`src/rtl/dacfe_pkg.sv`:
```
package dacfe_pkg;
  localparam int FRAME_W = 16;
  localparam int CNT_W   = $clog2(FRAME_W + 1);

  // Mask keeping the top RES bits of a frame
  function automatic logic [FRAME_W-1:0] res_mask(input int res);
    logic [FRAME_W-1:0] m;
    for (int i = 0; i < FRAME_W; i++) m[i] = (i >= FRAME_W - res);
    return m;
  endfunction

  // Default code after reset or clear
  function automatic logic [FRAME_W-1:0] dflt_code(input bit bipolar);
    logic [FRAME_W-1:0] c;
    c = '0;
    c[FRAME_W-1] = bipolar;
    return c;
  endfunction
endpackage

```
`src/rtl/dacfe_sync.sv`:
```
module dacfe_sync #(
  parameter int          W       = 4,
  parameter int          STAGES  = 2,
  parameter logic [W-1:0] RST_VAL = '0
) (
  input  logic         clk,
  input  logic         rst_n,
  input  logic [W-1:0] d,
  output logic [W-1:0] q
);
  logic [W-1:0] chain [STAGES];

  always_ff @(posedge clk or negedge rst_n) begin
    if (!rst_n) chain[0] <= RST_VAL;
    else        chain[0] <= d;
  end

  for (genvar s = 1; s < STAGES; s++) begin : g_stage
    always_ff @(posedge clk or negedge rst_n) begin
      if (!rst_n) chain[s] <= RST_VAL;
      else        chain[s] <= chain[s-1];
    end
  end

  assign q = chain[STAGES-1];
endmodule

```
`src/rtl/dacfe_shifter.sv`:
```
module dacfe_shifter
  import dacfe_pkg::*;
(
  input  logic               clk,
  input  logic               rst_n,
  input  logic               sel_s,
  input  logic               sck_s,
  input  logic               sdi_s,
  output logic               load,
  output logic               short_frm,
  output logic [FRAME_W-1:0] word
);
  logic             sel_q, sck_q;
  logic [CNT_W-1:0] nbits;
  logic             sck_rise, sel_fall, sel_rise;

  assign sck_rise = sck_s & ~sck_q;
  assign sel_fall = ~sel_s & sel_q;
  assign sel_rise = sel_s & ~sel_q;

  always_ff @(posedge clk or negedge rst_n) begin
    if (!rst_n) begin
      sel_q     <= 1'b1;
      sck_q     <= 1'b0;
      word      <= '0;
      nbits     <= '0;
      load      <= 1'b0;
      short_frm <= 1'b0;
    end else begin
      sel_q     <= sel_s;
      sck_q     <= sck_s;
      load      <= sel_rise;
      short_frm <= sel_rise & (nbits < CNT_W'(FRAME_W));
      if (sel_fall) begin
        nbits <= '0;
      end else if (!sel_s && sck_rise) begin
        word <= {word[FRAME_W-2:0], sdi_s};
        if (nbits != CNT_W'(FRAME_W)) nbits <= nbits + 1'b1;
      end
    end
  end
endmodule

```
`src/rtl/dacfe_latch.sv`:
```
module dacfe_latch
  import dacfe_pkg::*;
#(
  parameter int RES_BITS = 16,
  parameter bit BIPOLAR  = 1'b0
) (
  input  logic               clk,
  input  logic               rst_n,
  input  logic               clr_n,
  input  logic               clr_s,
  input  logic               load,
  input  logic               short_frm,
  input  logic [FRAME_W-1:0] word,
  output logic [FRAME_W-1:0] code,
  output logic               upd,
  output logic               err
);
  localparam logic [FRAME_W-1:0] MASK = res_mask(RES_BITS);
  localparam logic [FRAME_W-1:0] DFLT = dflt_code(BIPOLAR);

  logic               latch_rst_n;
  logic [FRAME_W-1:0] held;
  logic               clr_q;

  assign latch_rst_n = rst_n & clr_n;

  always_ff @(posedge clk or negedge latch_rst_n) begin
    if (!latch_rst_n)           held <= DFLT;
    else if (load && !short_frm) held <= word & MASK;
  end

  always_ff @(posedge clk or negedge rst_n) begin
    if (!rst_n) begin
      clr_q <= 1'b1;
      upd   <= 1'b0;
      err   <= 1'b0;
    end else begin
      clr_q <= clr_s;
      upd   <= (load & ~short_frm & clr_s) | (clr_q & ~clr_s);
      err   <= load & short_frm;
    end
  end

  assign code = held;
endmodule

```
`src/rtl/dac_serial_front.sv`:
```
module dac_serial_front
  import dacfe_pkg::*;
#(
  parameter int RES_BITS    = 16,
  parameter bit BIPOLAR     = 1'b0,
  parameter int SYNC_STAGES = 2
) (
  input  logic        clk,
  input  logic        rst_n,
  input  logic        clr_n,
  input  logic        sel_n,
  input  logic        sck,
  input  logic        sdi,
  output logic [15:0] dac_code,
  output logic        code_upd,
  output logic        frame_err
);
  logic [3:0]         raw, synced;
  logic               load, short_frm, upd_d, err_d;
  logic [FRAME_W-1:0] word, code;

  assign raw = {clr_n, sel_n, sck, sdi};

  dacfe_sync #(.W(4), .STAGES(SYNC_STAGES), .RST_VAL(4'b1100)) u_sync (
    .clk(clk), .rst_n(rst_n), .d(raw), .q(synced)
  );

  dacfe_shifter u_shift (
    .clk(clk), .rst_n(rst_n),
    .sel_s(synced[2]), .sck_s(synced[1]), .sdi_s(synced[0]),
    .load(load), .short_frm(short_frm), .word(word)
  );

  dacfe_latch #(.RES_BITS(RES_BITS), .BIPOLAR(BIPOLAR)) u_latch (
    .clk(clk), .rst_n(rst_n), .clr_n(clr_n), .clr_s(synced[3]),
    .load(load), .short_frm(short_frm), .word(word),
    .code(code), .upd(upd_d), .err(err_d)
  );

  assign dac_code  = code;
  assign code_upd  = upd_d;
  assign frame_err = err_d;
endmodule

```
`config.mk`:
```
export PLATFORM = sky130hd
export DESIGN_NAME = dac_serial_front
export DESIGN_NICKNAME = d
export VERILOG_FILES = /design/src/rtl/dacfe_pkg.sv /design/src/rtl/dacfe_sync.sv /design/src/rtl/dacfe_shifter.sv /design/src/rtl/dacfe_latch.sv /design/src/rtl/dac_serial_front.sv
export SDC_FILE = /design/constraint.sdc
export NUM_CORES = 1
export LEC_CHECK = 0
export BUFFER_PORTS_ARGS = -buffer_cell sky130_fd_sc_hd__buf_2
export CAP_MARGIN = 20
export CORE_ASPECT_RATIO = 0.9
export CORE_MARGIN = 1
export CORE_UTILIZATION = 25
export DETAILED_ROUTE_END_ITERATION = 6
export SYNTH_ARGS = -nofsm -noshare
export SYNTH_HDL_FRONTEND = slang
export SYNTH_SLANG_ARGS = --single-unit
```
`constraint.sdc`:
```
create_clock -name clk -period 3.29 [get_ports clk]
set_input_delay 0.987 -clock clk [delete_from_list [all_inputs] [get_ports clk]]
set_output_delay 0.987 -clock clk [all_outputs]
set_load 0.01 [all_outputs]
```
**Yosys cells after proc, flatten, opt, wreduce, memory -nomap -nowiden**

Cells that the tools add are included.
W data, S select, Z words.

- Add/sub/neg operators: 1
- Magnitude comparators: 1
- Equality and inequality tests: 1
- Muxes and demuxes: 3
- Bitwise logic cells: 16
- Reductions and logical operators: 8

Operators by type and width:

| operator | count |
|---|---|
| $mux W5 | 3 |
| $and A1 B1 Y1 | 9 |
| $not A1 Y1 | 6 |
| $add A5 B1 Y5 const B | 1 |
| $lt A5 B5 Y1 const B | 1 |
| $ne A5 B5 Y1 const B | 1 |
| $reduce_and A2 Y1 | 2 |
| $reduce_bool A2 Y1 | 2 |
| $logic_and A1 B1 Y1 | 2 |
| $logic_not A1 Y1 | 2 |
| $or A1 B1 Y1 | 1 |

- Flip-flop bits (word level): 52
- Input bits: 6
- Output and inout bits: 18
- Logic and storage cells: 42

**Longest topological paths before layout**

Gate-level depths: netlist of run 1.

- Depth after elaboration: 5
- Mapped depth: 5
- Depth with buffers taken out: 5

**Cells and area by module**

From an unflattened synthesis of run 1, not the netlist that was laid out.

- Cells, all modules: 125
- Area, all modules: 2006.9 µm²

By module, submodules not included:

| module | times used | cells each | area an instance (µm²) | sequential area each (µm²) |
|---|---|---|---|---|
| dacfe_shifter | 1 | 72 | 1011.0 | 626.9 |
| dacfe_latch | 1 | 41 | 760.7 | 476.7 |
| dacfe_sync | 1 | 12 | 235.2 | 205.2 |

**Worst setup path after synthesis of run 1**

No wires, ideal clock.

- Path type: register to register
- From: register u_sync.chain, in the netlist u_sync.q[2]
- To: register u_shift.word[10]
- Library setup time: 0.125 ns
- Data arrival time: 1.531 ns
- Data required time: 3.165 ns
- Setup slack: 1.634 ns
- Cell stages (with the launch flop): 5
- Path buffers: 1
- Period minus slack after synthesis: 1.656 ns
- Path through: dfstp_2 > or3b_4 > nor2_2 > buf_4 > mux2_2

- Word-level cells in the longest chain between the ends: 4
- Elaborated cells between the ends (all ways): 6
- Classes of those cells: bitwise: 3; reduce/logical: 3

Ends and longest elaborated chain:

| item | RTL line | text |
|---|---|---|
| from (decl) | dacfe_sync.sv:11 | `logic [W-1:0] chain [STAGES];` |
| from (signal, indexed assignment) | dacfe_sync.sv:21 | `else chain[s] <= chain[s-1];` |
| $not A1 Y1 | dacfe_shifter.sv:18 | `assign sel_fall = ~sel_s & sel_q;` |
| $and A1 B1 Y1 | dacfe_shifter.sv:18 |  |
| $not A1 Y1 (no source line) | n/a |  |
| $reduce_and A2 Y1 (no source line) * | n/a |  |
| to (signal assigned) | dacfe_shifter.sv:37 | `word <= {word[FRAME_W-2:0], sdi_s};` |
| to (decl) | dacfe_shifter.sv:11 | `output logic [FRAME_W-1:0] word` |

Every way passes the cells marked *; elsewhere a longest branch is shown, timed or not.
A chain may end at the register's enable or synchronous reset.

**Worst setup path after layout of run 1**

- From: register u_sync.chain, in the netlist u_sync.q[2]
- To: register u_shift.word[15]

The elaborated chain is that of the path after synthesis.

==> results.py, run 1 <==
metrics = {
    "clock_tree": {
        "htreeDepth": 2,
        "cts.sinks": 52,
        "root_buffer": "clkbuf_8",
        "numCtsBuffers": 5,
        "cts_tree": "yes",
        "clkLatencyLatePin_ns": 0.30,
        "clk_path_buf_depth": 2,
        "cts_setup_buffers": 0,
        "post_cts_resized": 0,
        "hold_buffers": 0,
        "path_clk_slew_ns": 0.09,
    },
    "synthesis": {
        "synth_edf_count": 0,
        "synth_fa_ha_area_share_pct": 1.307,
        "syn_inst": 122,
        "ys_seq_area_share_pct": 68.37,
        "synth_ff_type": "dfrtp_1",
        "synth_compound_area_share_pct": 2.876,
        "yosysTopAreaCell": "dfrtp_1",
        "netlist.area_leader.share_pct": 60.13,
        "synthArstFlopShare_pct": 100.0,
        "ys_warn_count": 0,
        "synthSimpleGateAreaFrac_pct": 5.882,
        "synthMuxAreaShare_pct": 19.35,
        "synth-xor-area-share_pct": 0,
        "synth_top_family_by_area": "multiplexers",
        "synth_common_cells": "dfrtp_1 (46), mux2_2 (32), dfstp_2 (6)",
        "syn_area_um2": 1914,
        "yosysMostFrequentCell": "dfrtp_1",
        "synth_cell_types": 25,
        "syn_avg_cell_area_um2": 15.69,
        "ys_ff_latch": 52,
        "synth.area.top_cells": "dfrtp_1 (60%), mux2_2 (19%), dfstp_2 (8.2%)",
        "syn_nets": 130,
    },
    "min_path": {
        "whs_endpoint": "u_sync.q[0]$_DFF_PN0_",
        "hold_start": "u_sync.chain[4]$_DFF_PN0_",
        "hp-class": "reg -> reg",
        "hold_depth": 0,
    },
    "drt": {
        "drcViolationCount": 0,
        "wirelength_um": 2870,
        "dr.pass1.iters": 4,
        "ant_nets": 0,
        "viasPerCell": 4.165,
        "wl_per_cell_um": 11.81,
        "drt_iter0_drc": 55,
        "routed-via-count": 1012,
    },
    "global_routing": {
        "grt_pass1_wl_um": 4940,
        "grt_max_degree": 37,
        "grt_pass1_vias": 966,
        "antenna_found_initial": 0,
        "grt-ovfl-total": 0,
        "groute.usage.overall_pct": 8.155,
    },
    "power_and_ir_drop": {
        "pwr-share-comb_pct": 9.5,
        "peakVddDrop_mv": 0.2707,
        "power_density_nw_per_um2": 589.5,
        "total_power_uw": 1328,
        "clock_power_share_pct": 34.9,
        "p_int_uw": 1039,
        "swShare_pct": 21.75,
        "p_leak_uw": 0.001105,
        "power_frac_seq_pct": 55.6,
        "p_switching_uw": 288.8,
    },
    "layout": {
        "postLayoutCellArea_um2": 2252,
        "nNetsFinal": 157,
        "syn2layout_area_growth_pct": 17.65,
        "drive_gt1_share_pct": 48.00,
        "n_antenna_cell": 0,
        "final_util_pct": 31.19,
    },
    "outcome": {
        "status": "finished clean",
    },
    "timing": {
        "final-hold-violation-count": 0,
        "fin_crit_sh_pct": 59.89,
        "tns_ns": 0,
        "max_freq_mhz": 507.5,
        "rsz0062_at_grt": "no",
        "finalSetupViolations": 0,
        "fin_skew_ns": 0.005606,
        "layout_min_cycle_time_ns": 1.970,
        "slew_viol_final": 0,
        "worst_pin_slew_ns": 0.7919,
        "max_slew_margin_pct": 47.21,
    },
    "floorplanning": {
        "ios": 24,
        "rows": 29,
        "start_util_pct": 26.51,
        "coreArea_um2": 7221,
        "die_h_um": 85.02,
        "die_area_um2": 8012,
        "die_w_um": 94.24,
    },
    "critical_path": {
        "arrival_ns": 2.16,
        "start_kind": "flip-flop",
        "crit_start": "u_sync.q[2]$_DFF_PN1_",
        "reg2reg_to": "u_shift.word[15]$_DFFE_PN0P_",
        "reg2reg_depth": 3,
        "critPathKind": "reg -> reg",
        "reg2reg_from": "u_sync.q[2]$_DFF_PN1_",
        "endpoint_kind": "flip-flop",
        "r2r_slack_ns": 1.32,
        "worstPathMaxFanout": 16,
        "cp.required_ns": 3.48,
    },
    "run": {
        "drv_cap": 0,
    },
    "placed_design": {
        "post_dp_cell_area_um2": 2126,
        "portBuffers": 23,
        "place_congestion": 0.6940,
        "dp_hpwl_um": 1977,
    },
}
[layout make-up]
| type | count | area [um2] |
|---|---|---|
| fillers | 727 | 4969 |
| clock inverters | 1 | 30.03 |
| multi-input cells | 62 | 563.0 |
| well taps | 93 | 116.4 |
| flip-flops and latches | 52 | 1309 |
| clock buffers | 7 | 96.34 |
| inverters | 4 | 15.01 |
| repair buffers | 24 | 122.6 |
[how the worst max path moves through the flow]
stage | end | slack [ns] | cells after the start
final | u_shift.word[15]$_DFFE_PN0P_ | 1.32 | 3
after global routing | u_shift.word[6]$_DFFE_PN0P_ | 1.21 | 3
after CTS | u_shift.word[15]$_DFFE_PN0P_ | 1.30 | 3
after detailed placement | u_shift.word[13]$_DFFE_PN0P_ | 1.32 | 3
after global placement | u_shift.word[15]$_DFFE_PN0P_ | 1.33 | 3
after floorplan | u_shift.word[10]$_DFFE_PN0P_ | 1.63 | 4
[per-layer routing]
layer	track usage (%)	vias up	routed length [um]
met5	0	-	0
met4	4.336	0	68
met3	3.047	5	157
met2	10.28	27	1232
met1	11.88	506	1411
li1	-	474	-
[logic make-up after synthesis]
| family | after synthesis |
|---|---|
| adders and majority gates | 2 |
| and+or+nand+nor | 17 |
| DFF | 52 |
| AOI/OAI and AO/OA | 10 |
| muxes | 33 |
| buffers and inverters | 8 |
[flip-flops by register name, indices dropped and copies added (netlist names)]
signal	flops
u_shift.short_frm	1
u_latch.err	1
u_sync.chain	4
u_latch.code	16
u_shift.sel_q	1
u_latch.clr_q	1
u_latch.upd	1
u_shift.nbits	5
u_sync.q	4
u_shift.load	1
u_shift.word	16
u_shift.sck_q	1
[critical path, stage by stage, from the launching register on]
cell and delay, ns:
dfstp_2 0.39, or3b_4 0.45, nor2_2 0.61, mux2_2 0.41
[cell usage in the layout (no fill, tap or decap), types with 2 or more instances in the layout]
cell      count
nand2b_1      2
nor2b_1       2
clkbuf_8      7
mux2_2       32
inv_1         4
or3_1         3
and2_1        2
nand3_1       2
buf_2        23
a21oi_1       4
dfrtp_1      46
dfstp_2       6
o21ai_0       4
ha_1          2
[stage by stage]
stage               cells  hold WS [ns]  worst slack, ns
floorplan             122        0.3312            1.634
global placement      235        0.3356            1.325
detailed placement    235        0.3356            1.324
CTS                   243        0.3570            1.296
global route          243        0.3632            1.211
finish                243        0.3527            1.320
[power groups by stage]
stage / combinational, uW / clock, uW / sequential [uW]
2_1_floorplan: 68.8 / 0 / 755
4_1_cts: 131 / 484 / 740
3_3_place_gp: 129 / 0 / 751
3_5_place_dp: 131 / 0 / 750
5_1_grt: 140 / 508 / 746
6_report: 127 / 463 / 738
Power figures use the tool's default switching activity.
==> run 2, diff against run 1 <==
--- a/config.mk
+++ b/config.mk
@@ -5,6 +5,7 @@
 export SDC_FILE = /design/constraint.sdc
 export NUM_CORES = 1
 export LEC_CHECK = 0
+export ABC_AREA = 1
 export BUFFER_PORTS_ARGS = -buffer_cell sky130_fd_sc_hd__buf_2
 export CAP_MARGIN = 20
 export CORE_ASPECT_RATIO = 0.9
==> constraint.sdc (replaced) <==
create_clock -name clk -period 1.65 [get_ports clk]
set_input_delay 0.495 -clock clk [delete_from_list [all_inputs] [get_ports clk]]
set_output_delay 0.495 -clock clk [all_outputs]
set_load 0.01 [all_outputs]
==> run 2 against run 1 <==
  * Global-route usage is 0.78 points higher
  * Largest cell class unchanged
  * Highest routed layer unchanged
  * Cell area up 5.0%
  * Setup slack lost 1.0 ns
==> results.py, run 2 <==
metrics = {
    "outcome": {
        "status": "finished clean",
    },
    "clock_tree": {
        "post_cts_resized": 0,
        "clk_path_buf_depth": 2,
        "root_buffer": "clkbuf_8",
        "cts_tree": "yes",
        "hold_buffers": 0,
        "cts.sinks": 52,
        "htreeDepth": 2,
        "clkLatencyLatePin_ns": 0.30,
        "cts_setup_buffers": 0,
        "numCtsBuffers": 5,
        "path_clk_slew_ns": 0.10,
    },
    "timing": {
        "max_freq_mhz": 727.7,
        "worst_pin_slew_ns": 0.5488,
        "finalSetupViolations": 0,
        "rsz0062_at_grt": "no",
        "fin_crit_sh_pct": 83.28,
        "hold_ws_ns": 0.05917,
        "slew_viol_final": 0,
        "fin_skew_ns": 0.01706,
        "final-hold-violation-count": 0,
        "tns_ns": 0,
        "max_slew_margin_pct": 63.33,
        "layout_min_cycle_time_ns": 1.374,
    },
    "critical_path": {
        "path_cells": "buf_2",
        "crit_family": "flip-flops",
        "r2r_slack_ns": 0.32,
        "reg2reg_to": "u_shift.word[11]$_DFFE_PN0P_",
        "endpoint_kind": "output pin",
        "arrival_ns": 0.88,
        "path_buf_inv": 1,
        "cp_slowest_stage_delay_ns": 0.43,
        "worstPathMaxFanout": 2,
        "cpMaxStageDelayCell": "dfrtp_1",
        "reg2reg_depth": 4,
        "cp.required_ns": 1.15,
        "critPathKind": "reg -> out",
        "start_kind": "flip-flop",
        "reg2reg_from": "u_sync.q[2]$_DFF_PN1_",
    },
    "floorplanning": {
        "ios": 24,
        "die_area_um2": 8360,
        "die_w_um": 96.27,
        "rows": 30,
        "die_h_um": 86.84,
        "start_util_pct": 26.11,
        "coreArea_um2": 7657,
    },
    "global_routing": {
        "grt_pass1_wl_um": 5526,
        "antenna_found_initial": 0,
        "groute.usage.overall_pct": 8.933,
        "grt_max_degree": 33,
        "grt-ovfl-total": 0,
        "grt_pass1_vias": 1201,
    },
    "drt": {
        "wirelength_um": 3249,
        "viasPerCell": 3.978,
        "drt_iter0_drc": 45,
        "dr.pass1.iters": 4,
        "drcViolationCount": 0,
        "routed-via-count": 1273,
        "ant_nets": 0,
        "wl_per_cell_um": 10.15,
    },
    "layout": {
        "final_cell_mix": "nand2_1 (52), dfrtp_1 (46), o21ai_0 (31)",
        "fin_cells": 320,
        "fillers": 810,
        "drive_gt1_share_pct": 23.21,
        "n_antenna_cell": 0,
        "syn2layout_area_growth_pct": 18.27,
        "nNetsFinal": 231,
        "final_common_cell": "nand2_1",
    },
    "synthesis": {
        "ys_ff_latch": 52,
        "synth.area.top_cells": "dfrtp_1 (58%), nand2_1 (9.8%), dfstp_2 (7.9%)",
        "synth_common_cells": "nand2_1 (52), dfrtp_1 (46), o21ai_0 (31), inv_1 (26), dfstp_2 (6)",
        "syn_area_um2": 1999,
        "syn_nets": 202,
        "synth_cell_types": 23,
        "synthArstFlopShare_pct": 100.0,
        "syn_inst": 194,
        "netlist.area_leader.share_pct": 57.57,
        "synth_ff_type": "dfrtp_1",
        "syn_avg_cell_area_um2": 10.31,
        "yosysTopAreaCell": "dfrtp_1",
        "ys_seq_area_share_pct": 65.46,
        "ys_warn_count": 0,
        "yosysMostFrequentCell": "nand2_1",
        "synth_edf_count": 0,
    },
    "power_and_ir_drop": {
        "power_density_nw_per_um2": 1176,
        "peakVddDrop_mv": 0.4751,
        "p_leak_uw": 0.001148,
    },
    "placed_design": {
        "place_congestion": 0.7430,
        "dp_hpwl_um": 2295,
        "post-place-cells": 312,
        "portBuffers": 23,
    },
    "min_path": {
        "hp-class": "in -> async",
    },
    "run": {
        "drv_cap": 0,
    },
}
[run 2: area by class of cell]
cell class / count / area (um2) / share of cell area (%)
Clock buffer: 5 / 68.82 / 2.910
Clock inverter: 3 / 68.82 / 2.910
Inverter: 27 / 103.9 / 4.392
Multi-Input combinational cell: 109 / 541.8 / 22.91
Sequential cell: 52 / 1309 / 55.34
Tap cell: 96 / 120.1 / 5.079
Timing Repair Buffer: 28 / 152.6 / 6.455
[run 2: cells by family after synthesis]
| kind of cell | after synthesis | share of synthesized area, % |
|---|---|---|
| flip-flops | 52 | 65.46 |
| buffers and inverters | 33 | 7.447 |
| AO/OA/AOI/OAI | 37 | 9.637 |
| AND/OR/NAND/NOR | 70 | 16.21 |
| adder cells (fa/ha/maj) | 2 | 1.251 |
[run 2: through the flow]
step	util, %	power [uW]	instance area [um2]	worst slack (ns)
after global routing	30.88	2936	2365	0.1623
after detailed placement	29.09	1786	2227	0.3478
after global placement	29.09	1775	2227	0.3883
after floorplan	-	1674	1999	0.5343
after CTS	30.88	2833	2365	0.2663
final	30.88	2782	2365	0.2759
[run 2: routing by layer]
| layer | wire (um) | share of wire, % | GRT usage, % |
|---|---|---|---|
| met5 | 0 | 0 | 0 |
| met4 | 46 | 1.4 | 4.071 |
| met3 | 150 | 4.6 | 2.895 |
| met2 | 1419 | 44 | 13.54 |
| met1 | 1632 | 50 | 11.53 |
[run 2: worst max path at each step]
stage | from | to | slack (ns) | depth (start not counted)
finish | u_latch.code[0]$_DFFE_PN0P_ | dac_code[0] | 0.28 | 1
global route | u_shift.sck_q$_DFF_PN0_ | u_shift.word[2]$_DFFE_PN0P_ | 0.16 | 4
CTS | u_latch.code[0]$_DFFE_PN0P_ | dac_code[0] | 0.27 | 1
detailed placement | u_sync.q[2]$_DFF_PN1_ | u_shift.word[13]$_DFFE_PN0P_ | 0.35 | 4
global placement | u_sync.q[2]$_DFF_PN1_ | u_shift.word[9]$_DFFE_PN0P_ | 0.39 | 4
floorplan | u_shift.nbits[0]$_DFFE_PN0P_ | u_shift.nbits[2]$_DFFE_PN0P_ | 0.53 | 4
[run 2: report_power, final]
| part | switching [uW] | leakage (uW) | internal (uW) |
|---|---|---|---|
| Combinational | 172 | 0.000402 | 114 |
| Sequential | 82.2 | 0.000678 | 1390 |
| Clock | 417 | 0.0000687 | 610 |
